$ cat config.mk
export PLATFORM = sky130hd
export DESIGN_NAME = bus_qualifier
export DESIGN_NICKNAME = d
export VERILOG_FILES = /design/src/rtl/bus_qualifier_pkg.sv /design/src/rtl/bank_capture.sv /design/src/rtl/region_decode.sv /design/src/rtl/strobe_gen.sv /design/src/rtl/bus_qualifier.sv
export SDC_FILE = /design/constraint.sdc
export NUM_CORES = 1
export LEC_CHECK = 0
export ABC_CLOCK_PERIOD_IN_PS = 1100
export BUFFER_PORTS_ARGS = -buffer_cell sky130_fd_sc_hd__buf_2
export CAP_MARGIN = 10
export CORE_UTILIZATION = 29
export DETAILED_ROUTE_END_ITERATION = 10
export GPL_ROUTABILITY_DRIVEN = 1
export GPL_TIMING_DRIVEN = 0
export PLACE_DENSITY = 0.75
export SLEW_MARGIN = 5
export SYNTH_ARGS = -nofsm -noshare
export SYNTH_HDL_FRONTEND = slang
export SYNTH_SLANG_ARGS = --single-unit
$ cat constraint.sdc
create_clock -name clk -period 1.1 [get_ports clk]
set_input_delay 0 -clock clk [delete_from_list [all_inputs] [get_ports clk]]
set_output_delay 0 -clock clk [all_outputs]
set_load 0.02 [all_outputs]
$ cat src/rtl/bus_qualifier_pkg.sv
package bus_qualifier_pkg;
  localparam int BANK_W = 8;
  localparam int ADDR_W = 16;
  localparam int PAGE_W = 8;

  typedef struct packed {
    logic io;
    logic rom;
    logic sram;
  } region_sel_t;
endpackage

$ cat src/rtl/bank_capture.sv
module bank_capture #(
  parameter int BANK_W = 8
) (
  input  logic              clk,
  input  logic              rst_n,
  input  logic              phi2,
  input  logic [BANK_W-1:0] data_in,
  output logic [BANK_W-1:0] bank
);
  logic [BANK_W-1:0] bank_q;
  logic [BANK_W-1:0] bank_d;
  logic              load_en;

  always_comb begin
    load_en = ~phi2;
    bank_d  = load_en ? data_in : bank_q;
  end

  always_ff @(posedge clk or negedge rst_n) begin
    if (!rst_n) bank_q <= '0;
    else        bank_q <= bank_d;
  end

  assign bank = bank_q;
endmodule

$ cat src/rtl/region_decode.sv
module region_decode
  import bus_qualifier_pkg::*;
#(
  parameter int               SRAM_BANKS = 16,
  parameter logic [PAGE_W-1:0] IO_PAGE   = 8'hFE,
  parameter logic [PAGE_W-1:0] ROM_PAGE  = 8'hFF
) (
  input  logic [BANK_W-1:0] bank,
  input  logic [ADDR_W-1:0] addr,
  input  logic              qualified,
  output region_sel_t       sel
);
  localparam int PAGE_LSB = ADDR_W - PAGE_W;

  logic               boot_bank;
  logic               in_sram;
  logic [PAGE_W-1:0]  page;

  always_comb begin
    page      = addr[ADDR_W-1:PAGE_LSB];
    boot_bank = (bank == '0);
    in_sram   = (int'(bank) < SRAM_BANKS);
    sel       = '0;
    if (qualified) begin
      if (boot_bank && page == IO_PAGE)       sel.io   = 1'b1;
      else if (boot_bank && page == ROM_PAGE) sel.rom  = 1'b1;
      else if (in_sram)                       sel.sram = 1'b1;
    end
  end
endmodule

$ cat src/rtl/strobe_gen.sv
module strobe_gen
  import bus_qualifier_pkg::*;
(
  input  region_sel_t sel,
  input  logic        phi2,
  input  logic        rwb,
  input  logic        be,
  output logic        rd_en,
  output logic        wr_en,
  output logic        to_cpu
);
  logic active;

  always_comb begin
    active = (|sel) & phi2 & be;
    rd_en  = active & rwb;
    wr_en  = active & ~rwb;
    to_cpu = rd_en;
  end
endmodule

$ cat src/rtl/bus_qualifier.sv
module bus_qualifier
  import bus_qualifier_pkg::*;
#(
  parameter int SRAM_BANKS = 16,
  parameter int SRAM_AW    = 20
) (
  input  logic                       clk,
  input  logic                       rst_n,
  input  logic                       phi2,
  input  logic                       be,
  input  logic                       vda,
  input  logic                       vpa,
  input  logic                       rwb,
  input  logic [15:0]                addr_lo,
  input  logic [7:0]                 data_in,
  output logic [23:0]                full_addr,
  output logic [SRAM_AW-1:0]         sram_addr,
  output logic                       sel_sram,
  output logic                       sel_rom,
  output logic                       sel_io,
  output logic                       rd_en,
  output logic                       wr_en,
  output logic                       to_cpu
);
  logic [BANK_W-1:0] bank;
  logic              qualified;
  region_sel_t       sel;

  bank_capture #(.BANK_W(BANK_W)) u_bank (
    .clk(clk), .rst_n(rst_n), .phi2(phi2), .data_in(data_in), .bank(bank)
  );

  always_comb qualified = be & (vda | vpa);

  region_decode #(.SRAM_BANKS(SRAM_BANKS)) u_dec (
    .bank(bank), .addr(addr_lo), .qualified(qualified), .sel(sel)
  );

  strobe_gen u_strb (
    .sel(sel), .phi2(phi2), .rwb(rwb), .be(be),
    .rd_en(rd_en), .wr_en(wr_en), .to_cpu(to_cpu)
  );

  always_comb begin
    full_addr = {bank, addr_lo};
    sram_addr = full_addr[SRAM_AW-1:0];
    sel_sram  = sel.sram;
    sel_rom   = sel.rom;
    sel_io    = sel.io;
  end
endmodule

# Yosys cells after proc, flatten, opt, wreduce, memory -nomap -nowiden
# Index checks and enable logic that the tools add are counted.
[word_totals]
register_bits = 8
out_inout_bits = 50
word_cells = 21
[op_classes]
n_lt_le_gt_ge = 1
n_eq_ne = 2
muxes = 6
bitwise = 7
n_reduce_logical = 4
[ops]
columns = ["operator", "n"]
rows = [
  ["$eq 8x8->1 const B", 2],
  ["$logic_not 8->1", 1],
  ["$lt 8x5->1 const B", 1],
  ["$and 1x1->1", 5],
  ["$mux 1", 4],
  ["$mux 3", 1],
  ["$reduce_or 3->1", 1],
  ["$logic_and 1x1->1", 2],
  ["$mux 2", 1],
  ["$not 1->1", 1],
  ["$or 1x1->1", 1],
]

# Logic depth before layout (Yosys ltp)
# Gate-level depths: netlist of the first run.
[logic_depth]
ltp_word = 9
ltp_mapped = 4
mapped_depth_nobuf = 3

# Cells and area by module
# Synthesis of the first run repeated with hierarchy kept, for this count alone.
[unflattened]
cells_unflattened = 71
area_unflattened_um2 = 740.7
[modules_own_cells]
columns = ["module", "instances", "cells_each", "area_each_um2", "seq_area_each_um2"]
rows = [
  ["bank_capture", 1, 17, 331.6, 200.2],
  ["bus_qualifier", 1, 37, 277.8, 0.0],
  ["region_decode", 1, 12, 92.6, 0.0],
  ["strobe_gen", 1, 5, 38.8, 0.0],
]

# Worst setup path after synthesis of the first run
# Ideal clock, no wire load.
[synth_path]
kind = "register to output"
start = "reg u_bank.bank_q[2] (netlist: u_bank.bank[2])"
end = "out sel_io"
t_arrival_ns = 1.736
required_time_ns = 1.100
setup_slack_ns = -0.636
path_stages_with_launch = 4
path_cell_list = "dfrtp_1 nand2b_4 or4_4 nor4_1"
[synth_between]
elab_chain_len = 4
[synth_lines]
columns = ["item", "line", "source"]
rows = [
  ["from (decl)", "bank_capture.sv:10", "logic [BANK_W-1:0] bank_q;"],
  ["from (signal assigned)", "bank_capture.sv:21", "else bank_q <= bank_d;"],
  ["$logic_not 8->1", "region_decode.sv:21", "boot_bank = (bank == '0);"],
  ["$logic_and 1x1->1", "region_decode.sv:25", "if (boot_bank && page == IO_PAGE) sel.io = 1'b1;"],
  ["$mux 1", "region_decode.sv:25", ""],
  ["$mux 3", "region_decode.sv:24", "if (qualified) begin"],
  ["to (decl)", "bus_qualifier.sv:20", "output logic sel_io,"],
]
# No other way between the ends.

# Worst setup path in the final report of the first run
[layout_path]
start = "reg u_bank.bank_q[2] (netlist: u_bank.bank[2])"
end = "out sel_sram"
[layout_between]
elab_chain_len = 5
[layout_lines]
columns = ["item", "line", "source"]
rows = [
  ["$lt 8x5->1 or $logic_not 8->1 (tied branches)", "region_decode.sv:22, region_decode.sv:21", ""],
  ["$mux 1 or $logic_and 1x1->1 (tied branches)", "region_decode.sv:27, region_decode.sv:26", ""],
  ["$mux 1", "region_decode.sv:26", "else if (boot_bank && page == ROM_PAGE) sel.rom = 1'b1;"],
  ["$mux 2 (*)", "region_decode.sv:25", ""],
  ["$mux 3 (*)", "region_decode.sv:24", ""],
  ["to (decl)", "bus_qualifier.sv:18", "output logic sel_sram,"],
]
# Every way passes the cells marked *; elsewhere a longest branch is shown, timed or not.

==> out/qor.txt, run 1 <==
Status -> finished with violations
Failing checks -> negative setup slack
Most common cell after layout, fill and taps aside -> buf_2
VDD IR-drop max -> 0.000711 V
CTS tree -> done
FMAX -> 628 MHz
Post-Syn Nets -> 100
Total GRT Usage -> 16.1%
Critical path class -> reg -> out
Fin Hold WS -> 0.107 ns
P_leak -> 0.737 nW
DP Cell Count -> 168
Initial antenna violation count -> 0
Crit end category -> output port
Die Height -> 50.2 µm
N_diodes -> 0
Reg2reg start -> u_bank.bank[6]
Pre-CTS setup slack -> -0.330 ns
Worst skew pair latency -> 0.25 ns
Clock-pin slew on the worst setup and hold paths -> 0.06 ns
Post-DP Area -> 1110 µm²
Critical Path RT -> 1.10 ns
Relative slew slack -> 67.6%
TritonRoute pass-1 iters -> 4
CTS max path bufs -> 2
First-pass GRT wire length -> 3130 µm
# IOs -> 81
Period minus WS final -> 1.59 ns
Max Slew Vio Count -> 0
Residual DRC count -> 0
Starting Density -> 30.7%
Warnings from Yosys -> 0
Vias/cell -> 4.04
Seq/Total Area, Yosys -> 29.7%
Unrepaired setup endpoints after global routing -> true
Congestion Overflow GR -> 0
Clock Sinks -> 8
Post-synthesis simple-gate area fraction -> 10.8%
Port Buffers -> 71
PwrDens -> 850 nW/µm²
CP max FO -> 3
DIE WIDTH -> 50.2 µm
Via count -> 755
Fin worst setup slack -> -0.492 ns
Worst path arrival time -> 1.59 ns
DP HPWL -> 1440 µm
Total power -> 1.13 mW
Final ANT Viol Nets -> 0
Vias in the first global route -> 759
Xor/xnor cell area share of the yosys netlist -> 0%
Compound-cell area share of the yosys netlist -> 2.60%
Post-Synth Adder-Cell Area -> 0%
Final Hold Violating Endpoints -> 0
Multiplexer share of the synthesized area -> 13.4%
Yosys cell types -> 15
Cells after Synth -> 69
Cell Count, Final, Fillers Out -> 187
Die ar. -> 2520 µm²
Largest net degree at the start of global routing -> 10
Worst Max-Slew Pin Slew -> 0.485 ns
Period Utilization, post-route -> 145%
Largest register FFs -> 8
Per-cell routed wire length -> 10.9 µm
Mapped Avg Cell Area -> 9.76 µm²
Core Area -> 2190 µm²
H-tree depth -> 1
TritonCTS Buffers -> 3
Initial DRC count -> 9
Worst setup startpoint -> u_bank.bank[2]
Hold Crit Class -> in -> async
Final nets -> 191
Largest family of logic cells by synthesized area -> buffers and inverters
Startpoint Class -> flip-flop
Syn Std Cell Area -> 673 µm²
Row count -> 17
Routability cong. -> 0.683
Max-Cap Viols -> 0
Layout cells sized above 1 -> 85.5%
Flops & latches, synth -> 8
Clock skew -> 0 ns
Final setup viols -> 6
CTS Root Buffer Type -> clkbuf_4
WL final -> 2030 µm
Commonest cells after routing, fill and taps aside -> 65 x buf_2, 44 x buf_4, 9 x dlygate4sd3_1, 8 x mux2_2
Fin area -> 1330 µm²
Area growth from synthesis to layout -> 97.0%
routing by layer:
| layer | wire [µm] | up-vias | GRT usage, % | part of all wire (%) |
|---|---|---|---|---|
| met5 | 0 | - | 0 | 0 |
| met4 | 0 | 0 | 5.71 | 0 |
| met3 | 105 | 0 | 1.21 | 5.2 |
| met2 | 1240 | 33 | 34.7 | 61 |
| met1 | 688 | 351 | 15.0 | 34 |
| li1 | - | 371 | - | - |
worst max-delay path, cell delays in order, from the launching register on:
cell	delay [ns]
dfrtp_2	0.40
nand2b_4	0.13
or4_4	0.47
o21ba_4	0.22
buf_6	0.12
worst paths after layout:
| path | end | slack, ns | cells after the start |
|---|---|---|---|
| worst max-delay path | sel_sram | -0.49 | 4 |
| worst min-delay path | u_bank.bank[0] | 0.11 | 2 |
| worst max register to register | u_bank.bank[6] | 0.03 | 3 |
| worst min register to register | u_bank.bank[7] | 0.55 | 1 |
| max in group asynchronous | u_bank.bank[2] | 0.81 | 2 |
| min in group clk | sram_addr[0] | 0.22 | 2 |
cell type report:
cell class / count / area [µm²]
buffer: 38 / 282
clock buffer: 4 / 26.3
fill: 193 / 865
inverter: 3 / 11.3
multi-input combinational: 20 / 244
sequential: 8 / 204
tap: 28 / 35.0
timing repair buffer: 86 / 524
repair_timing:
item | CTS | global route
buffers inserted | 4 | 2
hold buffers | 9 | 0
endpoints found under the hold margin | 16 | 0
resized for setup | 12 | 3
endpoints found under the setup margin | 6 | 6
pin swaps | 2 | 0
metrics by stage:
stage | setup TNS, ns | utilization (%)
after global placement | -1.47 | 50.5
final | -2.61 | 60.5
after floorplan | -1.63 | -
after detailed placement | -1.59 | 50.5
after global routing | -2.90 | 60.5
after CTS | -2.47 | 59.2
cells by family (layout without fill, tap and decap cells):
kind of cell,count (synthesis),after routing
mux,8,8
buf+inv,41,131
simple gates,10,10
compound gates,2,2
flops,8,8
cell usage after synthesis:
| library cell | instances | area (µm²) |
|---|---|---|
| buf_4 | 37 | 278 |
| nand2b_4 | 1 | 13.8 |
| o21ba_2 | 1 | 10.0 |
| nand4_1 | 1 | 6.26 |
| nor3b_1 | 1 | 7.51 |
| nor4_1 | 2 | 12.5 |
| or4_4 | 1 | 11.3 |
| nor3_1 | 2 | 10.0 |
| clkbuf_1 | 1 | 3.75 |
| mux2_2 | 8 | 90.1 |
| o211ai_1 | 1 | 7.51 |
| nor2_1 | 1 | 3.75 |
| dfrtp_1 | 8 | 200 |
| inv_1 | 3 | 11.3 |
| nand3b_1 | 1 | 7.51 |
where the power goes:
group	switching (mW)	leakage (nW)	total, mW	internal [mW]
combinational	0.264	0.632	0.532	0.269
clock	0.106	0.0150	0.245	0.139
sequential	0.0246	0.0905	0.351	0.326
No activity file was read; power rests on OpenSTA's default activity.
==> run 2, diff against run 1 <==
--- a/config.mk
+++ b/config.mk
@@ -13,6 +13,7 @@
 export GPL_ROUTABILITY_DRIVEN = 1
 export GPL_TIMING_DRIVEN = 0
 export PLACE_DENSITY = 0.75
+export REMOVE_ABC_BUFFERS = 1
 export SLEW_MARGIN = 5
 export SYNTH_ARGS = -nofsm -noshare
 export SYNTH_HDL_FRONTEND = slang
==> run 2 against run 1 <==
Effect of this change:
- the flow still finishes with violations (negative setup slack)
- sequential cell count unchanged
- utilization down 21 points
- critical path depth stayed put
- first-iteration DRC count shrank 67%
- final area fell by 35%
- largest power group is now sequential cells
- via count fell by 26%
- hold slack lost 0.11 ns
==> out/qor.txt, run 2 (synthesized netlist as in run 1, its figures left out) <==
Status -> finished with violations
Failing checks -> negative setup slack
Hold Crit Class -> in -> out
Crit end category -> output port
Final nets -> 135 (-29%)
Routability cong. -> 0.637 (-6.7%)
Vias/cell -> 4.32 (+6.9%)
Worst Max-Slew Pin Slew -> 0.481 ns (-0.00441 ns)
Clock-pin slew on the worst setup and hold paths -> 0.05 ns (about the same)
Sw Share -> 33.2% (-1.8 points)
Pre-CTS setup slack -> -0.338 ns (-0.00865 ns)
Row count -> 17 (unchanged)
Reg2Reg Depth -> 2 (-1)
Final ANT Viol Nets -> 0 (unchanged)
Largest register FFs -> 8 (unchanged)
Most common cell after layout, fill and taps aside -> buf_2
Residual DRC count -> 0 (unchanged)
Startpoint Class -> flip-flop
Layout cells sized above 1 -> 74.5% (-11 points)
Total of fill cells in the finished design -> 227 (+18%)
Critical path class -> reg -> out
Hold EP -> full_addr[6]
Fin worst setup slack -> -0.524 ns (-0.0321 ns)
Min-delay src -> addr_lo[6]
VDD IR-drop max -> 0.000419 V (-41%)
Worst path arrival time -> 1.62 ns (+0.03 ns)
Max Slew Vio Count -> 0 (unchanged)
Fin area -> 867 µm² (-35%)
Post-DP Area -> 707 µm² (-36%)
Via count -> 561 (-26%)
Worst R2R End -> u_bank.bank[6]
FMAX -> 616 MHz (-2.0%)
Largest net degree at the start of global routing -> 10 (unchanged)
CTS Root Buffer Type -> clkbuf_4
Initial antenna violation count -> 0 (unchanged)
CP max FO -> 3 (unchanged)
Cell Count, Final, Fillers Out -> 130 (-30%)
TritonRoute pass-1 iters -> 4 (unchanged)
Area growth from synthesis to layout -> 28.8%
Clock Sinks -> 8 (unchanged)
DIE WIDTH -> 50.2 µm (unchanged)
Period minus WS final -> 1.62 ns (+0.0321 ns)
Core Area -> 2190 µm² (unchanged)
Port Buffers -> 56 (-21%)
# IOs -> 81 (unchanged)
First-pass GRT wire length -> 2460 µm (-21%)
Sequential power share -> 38.6% (+7.5 points)
Critical Path RT -> 1.10 ns (about the same)
Worst Hold Depth -> 0
Total GRT Usage -> 13.7% (-2.4 points)
Starting Density -> 30.7% (unchanged)
Final Hold Violating Endpoints -> 0 (unchanged)
Fin Hold WS -> 0.000155 ns (-0.107 ns)
Max-Cap Viols -> 0 (unchanged)
Reg2reg start -> u_bank.bank[6]
Int Pwr -> 0.600 mW (-18%)
Sw Pwr -> 0.298 mW (-24%)
DP HPWL -> 1320 µm (-8.5%)
WL final -> 1700 µm (-17%)
Total power -> 0.898 mW (-20%)
TritonCTS Buffers -> 3 (unchanged)
H-tree depth -> 1 (unchanged)
Commonest cells after routing, fill and taps aside -> 53 x buf_2, 9 x dlygate4sd3_1, 8 x mux2_2, 8 x dfrtp_1, 6 x buf_4
Period Utilization, post-route -> 148% (+2.9 points)
R2r setup slk -> 0.21 ns (+0.18 ns)
Congestion Overflow GR -> 0 (unchanged)
Relative slew slack -> 67.8% (+0.15 points)
Final setup viols -> 6 (unchanged)
P_leak -> 0.459 nW (-38%)
Die ar. -> 2520 µm² (unchanged)
N_diodes -> 0 (unchanged)
CTS max path bufs -> 2 (unchanged)
Power share of the combinational group -> 36.9% (-10 points)
Per-cell routed wire length -> 13.0 µm (+20%)
Initial DRC count -> 3 (-6)
Unrepaired setup endpoints after global routing -> true
PwrDens -> 1040 nW/µm² (+22%)
CTS tree -> done
Clock skew -> 0 ns (unchanged)
Die Height -> 50.2 µm (unchanged)
DP Cell Count -> 115 (-32%)
Worst skew pair latency -> 0.25 ns (about the same)
Vias in the first global route -> 539 (-29%)
Clock power share -> 24.6% (+2.9 points)
[run 2: cell count changes in the layout (fill, tap and decap cells not counted), moves of 3 or more]
cell / delta
buf_2: -12
buf_4: -38
buf_6: -5
dfrtp_1: +3
dfrtp_2: -3
[run 2: how the worst max path moves through the flow]
| stage | slack, ns | startpoint | depth (start not counted) | end |
|---|---|---|---|---|
| after detailed placement | -0.34 | u_bank.bank[2] | 4 | sel_rom |
| final | -0.52 | u_bank.bank[2] | 4 | sel_sram |
| after floorplan | -0.73 | u_bank.bank[2] | 3 | sel_io |
| after CTS | -0.53 | u_bank.bank[2] | 4 | sel_io |
| after global placement | -0.28 | u_bank.bank[2] | 4 | sel_rom |
| after global routing | -0.59 | u_bank.bank[2] | 4 | sel_sram |
[run 2: power groups by stage]
stage	logic, mW	registers (mW)	clock network (mW)
6_report	0.331	0.347	0.221
5_1_grt	0.353	0.351	0.246
4_1_cts	0.332	0.347	0.233
3_5_place_dp	0.286	0.354	0
3_3_place_gp	0.282	0.351	0
2_1_floorplan	0.0508	0.408	0
[run 2: cell type report]
class,instances,area [µm²],share of cell area [%]
Sequential cell,8,200,23.1
Timing Repair Buffer,68,400,46.2
Multi-Input combinational cell,20,198,22.8
Tap cell,28,35.0,4.04
Clock buffer,3,22.5,2.60
Inverter,3,11.3,1.30
[run 2: worst max-delay path, stage by stage (launching register included)]
cell	delay, ns
dfrtp_1	0.38
nand2b_4	0.14
or4_4	0.50
o21ba_2	0.21
buf_4	0.15
[run 2: routing by layer]
metal | global-route usage [%] | wire, µm
met3 | 14.5 | 321
met5 | 11.9 | 0
met2 | 21.8 | 828
met4 | 4.29 | 0
met1 | 10.2 | 544
[run 2: stage by stage]
stage | util, % | setup TNS, ns
after floorplan | - | -3.18
after global routing | 39.6 | -3.19
final | 39.6 | -2.57
after global placement | 32.3 | -1.02
after detailed placement | 32.3 | -1.14
after CTS | 38.9 | -2.68
[run 2: repair_timing]
| item | CTS | global route |
|---|---|---|
| buffers inserted | 3 | 0 |
| hold endpoints to repair | 16 | 0 |
| hold buffers | 9 | 0 |
| gates cloned | 0 | 0 |
| pin swaps | 3 | 2 |
| gates resized for setup | 2 | 4 |
| endpoints found under the setup margin | 6 | 6 |
==> run 3, diff against run 2 <==
--- a/config.mk
+++ b/config.mk
@@ -5,14 +5,14 @@
 export SDC_FILE = /design/constraint.sdc
 export NUM_CORES = 1
 export LEC_CHECK = 0
-export ABC_CLOCK_PERIOD_IN_PS = 1100
+export ABC_CLOCK_PERIOD_IN_PS = 1700
 export BUFFER_PORTS_ARGS = -buffer_cell sky130_fd_sc_hd__buf_2
 export CAP_MARGIN = 10
-export CORE_UTILIZATION = 29
+export CORE_UTILIZATION = 32
 export DETAILED_ROUTE_END_ITERATION = 10
 export GPL_ROUTABILITY_DRIVEN = 1
 export GPL_TIMING_DRIVEN = 0
-export PLACE_DENSITY = 0.75
+export PLACE_DENSITY = 0.79
 export REMOVE_ABC_BUFFERS = 1
 export SLEW_MARGIN = 5
 export SYNTH_ARGS = -nofsm -noshare
==> constraint.sdc (replaced) <==
create_clock -name clk -period 1.7 [get_ports clk]
set_input_delay 0 -clock clk [delete_from_list [all_inputs] [get_ports clk]]
set_output_delay 0 -clock clk [all_outputs]
set_load 0.02 [all_outputs]
==> run 3 against run 2 <==
Effect of this change:
- the flow now finishes without violations
- sequential share of layout area increased by 0.17 points
- first-iteration DRC count decreased by 67%
- final cell count decreased by 2.3%
- non-clock buffer count decreased by 2
- final area decreased by 0.72%
- sequential power decreased by 35%
- utilization increased by 4.3 points
- die area decreased by 9.0%
- setup slack improved by 0.60 ns
- critical endpoint unchanged
==> out/qor.txt, run 3 (synthesized netlist as in run 1, its figures left out) <==
Power share of the combinational group -> 36.1% (-0.8 points)
DIE WIDTH -> 47.9 µm (-4.6%)
Largest net degree at the start of global routing -> 10 (unchanged)
Total power -> 0.570 mW (-37%)
Clock skew -> 0 ns (unchanged)
Sw Pwr -> 0.190 mW (-36%)
Hold Crit Class -> in -> out
Sequential power share -> 39.6% (+1.0 points)
Total of fill cells in the finished design -> 200 (-12%)
P_leak -> 0.462 nW (+0.45%)
Worst Max-Slew Pin Slew -> 0.257 ns (-0.224 ns)
Clock power share -> 24.3% (-0.3 points)
Die Height -> 47.9 µm (-4.6%)
TritonCTS Buffers -> 3 (unchanged)
R2r setup slk -> 0.90 ns (+0.69 ns)
Port Buffers -> 56 (unchanged)
Congestion Overflow GR -> 0 (unchanged)
Status -> completed
Layout cells sized above 1 -> 73.0% (-1.5 points)
DP HPWL -> 1310 µm (-0.68%)
Starting Density -> 34.3% (+3.6 points)
CTS Root Buffer Type -> clkbuf_4
Clock Sinks -> 8 (unchanged)
VDD IR-drop max -> 0.000272 V (-35%)
WL final -> 1730 µm (+1.9%)
Post-route core utilization -> 43.9% (+4.3 points)
Max-Cap Viols -> 0 (unchanged)
Vias in the first global route -> 478 (-11%)
Critical path class -> reg -> out
Residual DRC count -> 0 (unchanged)
Max Slew Vio Count -> 0 (unchanged)
Largest register FFs -> 8 (unchanged)
Commonest cells after routing, fill and taps aside -> 54 x buf_2, 9 x dlygate4sd3_1, 8 x mux2_2, 8 x dfrtp_1
Cell Count, Final, Fillers Out -> 127 (-2.3%)
Row count -> 16 (-1)
Period minus WS final -> 1.62 ns
Startpoint Class -> flip-flop
Routability cong. -> 0.602 (-5.6%)
First-pass GRT wire length -> 2130 µm (-14%)
Reg2Reg Depth -> 1 (-1)
# IOs -> 81 (unchanged)
H-tree depth -> 1 (unchanged)
Worst setup startpoint -> u_bank.bank[2]
Worst skew pair latency -> 0.24 ns (about the same)
Core Area -> 1960 µm² (-10%)
Via count -> 543 (-3.2%)
Int Pwr -> 0.380 mW (-37%)
Most common cell after layout, fill and taps aside -> buf_2
Pre-CTS setup slack -> 0.289 ns (+0.627 ns)
Initial DRC count -> 1 (-2)
Sw Share -> 33.3% (+0.14 points)
Clock-pin slew on the worst setup and hold paths -> 0.05 ns (about the same)
Setup total negative slack -> 0 ns (+2.57 ns)
DP Cell Count -> 114 (-0.87%)
Final Hold Violating Endpoints -> 0 (unchanged)
Unrepaired setup endpoints after global routing -> false
Area growth from synthesis to layout -> 27.9%
CP max FO -> 4 (+1)
Crit end category -> output port
Period Utilization, post-route -> 95.3%
Worst setup path end -> sel_sram
Fin worst setup slack -> 0.0794 ns (+0.603 ns)
Relative slew slack -> 82.8% (+15 points)
PwrDens -> 662 nW/µm² (-36%)
TritonRoute pass-1 iters -> 2 (-2)
CTS tree -> done
CTS max path bufs -> 2 (unchanged)
FMAX -> 617 MHz
Total GRT Usage -> 14.7% (+1.0 points)
N_diodes -> 0 (unchanged)
Worst R2R End -> u_bank.bank[3]
Die ar. -> 2290 µm² (-9.0%)
Final nets -> 133 (-1.5%)
Critical Path RT -> 1.70 ns (+0.60 ns)
Worst path arrival time -> 1.62 ns (about the same)
Per-cell routed wire length -> 13.6 µm (+4.4%)
Vias/cell -> 4.28 (-0.92%)
Reg2reg start -> u_bank.bank[3]
Final ANT Viol Nets -> 0 (unchanged)
Initial antenna violation count -> 0 (unchanged)
Final setup viols -> 0 (-6)
run 3: cell count changes in the layout (fill, tap and decap cells not counted), sizes merged:
cell,change
buf,-2
run 3: power by group through the flow:
stage	clock network, mW	logic [mW]	registers [mW]
finish	0.138	0.206	0.226
global route	0.155	0.222	0.228
CTS	0.149	0.202	0.226
detailed placement	0	0.186	0.229
global placement	0	0.182	0.227
floorplan	0	0.0329	0.264
run 3: cell type report:
cell class	instances	area, µm²	share of cell area [%]
clock buffer	3	22.5	2.62
inverter	3	11.3	1.31
multi-input combinational	20	210	24.4
sequential	8	200	23.3
tap	27	33.8	3.92
timing repair buffer	66	383	44.5
run 3: worst min path at each step:
stage                from             end  slack, ns  cells after the start
4_1_cts        addr_lo[6]    sram_addr[6]     0.0002                      0
2_1_floorplan       rst_n  u_bank.bank[0]      -0.30                      0
6_report       addr_lo[6]    sram_addr[6]    0.00003                      0
3_5_place_dp        rst_n  u_bank.bank[1]      -0.15                      1
5_1_grt        addr_lo[6]    sram_addr[6]     0.0002                      0
3_3_place_gp        rst_n  u_bank.bank[6]      -0.15                      1
run 3: routing by layer:
layer / share of wire (%) / up-vias / routed length, µm / track usage (%)
met4: 0 / 0 / 0 / 5.00
met5: 0 / - / 0 / 12.5
li1: - / 253 / - / -
met1: 31 / 245 / 543 / 11.9
met3: 19 / 0 / 321 / 15.5
met2: 50 / 45 / 863 / 22.4
run 3: metrics by stage:
stage	instance area, µm²	hold slack [ns]
global route	861	0.000188
global placement	706	-0.149
floorplan	392	-0.296
finish	861	0.0000310
CTS	818	0.000216
detailed placement	706	-0.147
run 3: what timing repair did:
action                     4_1_cts  5_1_grt
resized for setup                0        6
hold buffers                     9        0
hold endpoints to repair        16        0
setup buffers                    0        1
setup endpoints to repair        0        2
run 3: critical path: stages (launching register included):
cell	delay (ns)
dfrtp_1	0.40
nand2b_4	0.14
or4_4	0.46
o21ba_2	0.21
buf_2	0.15
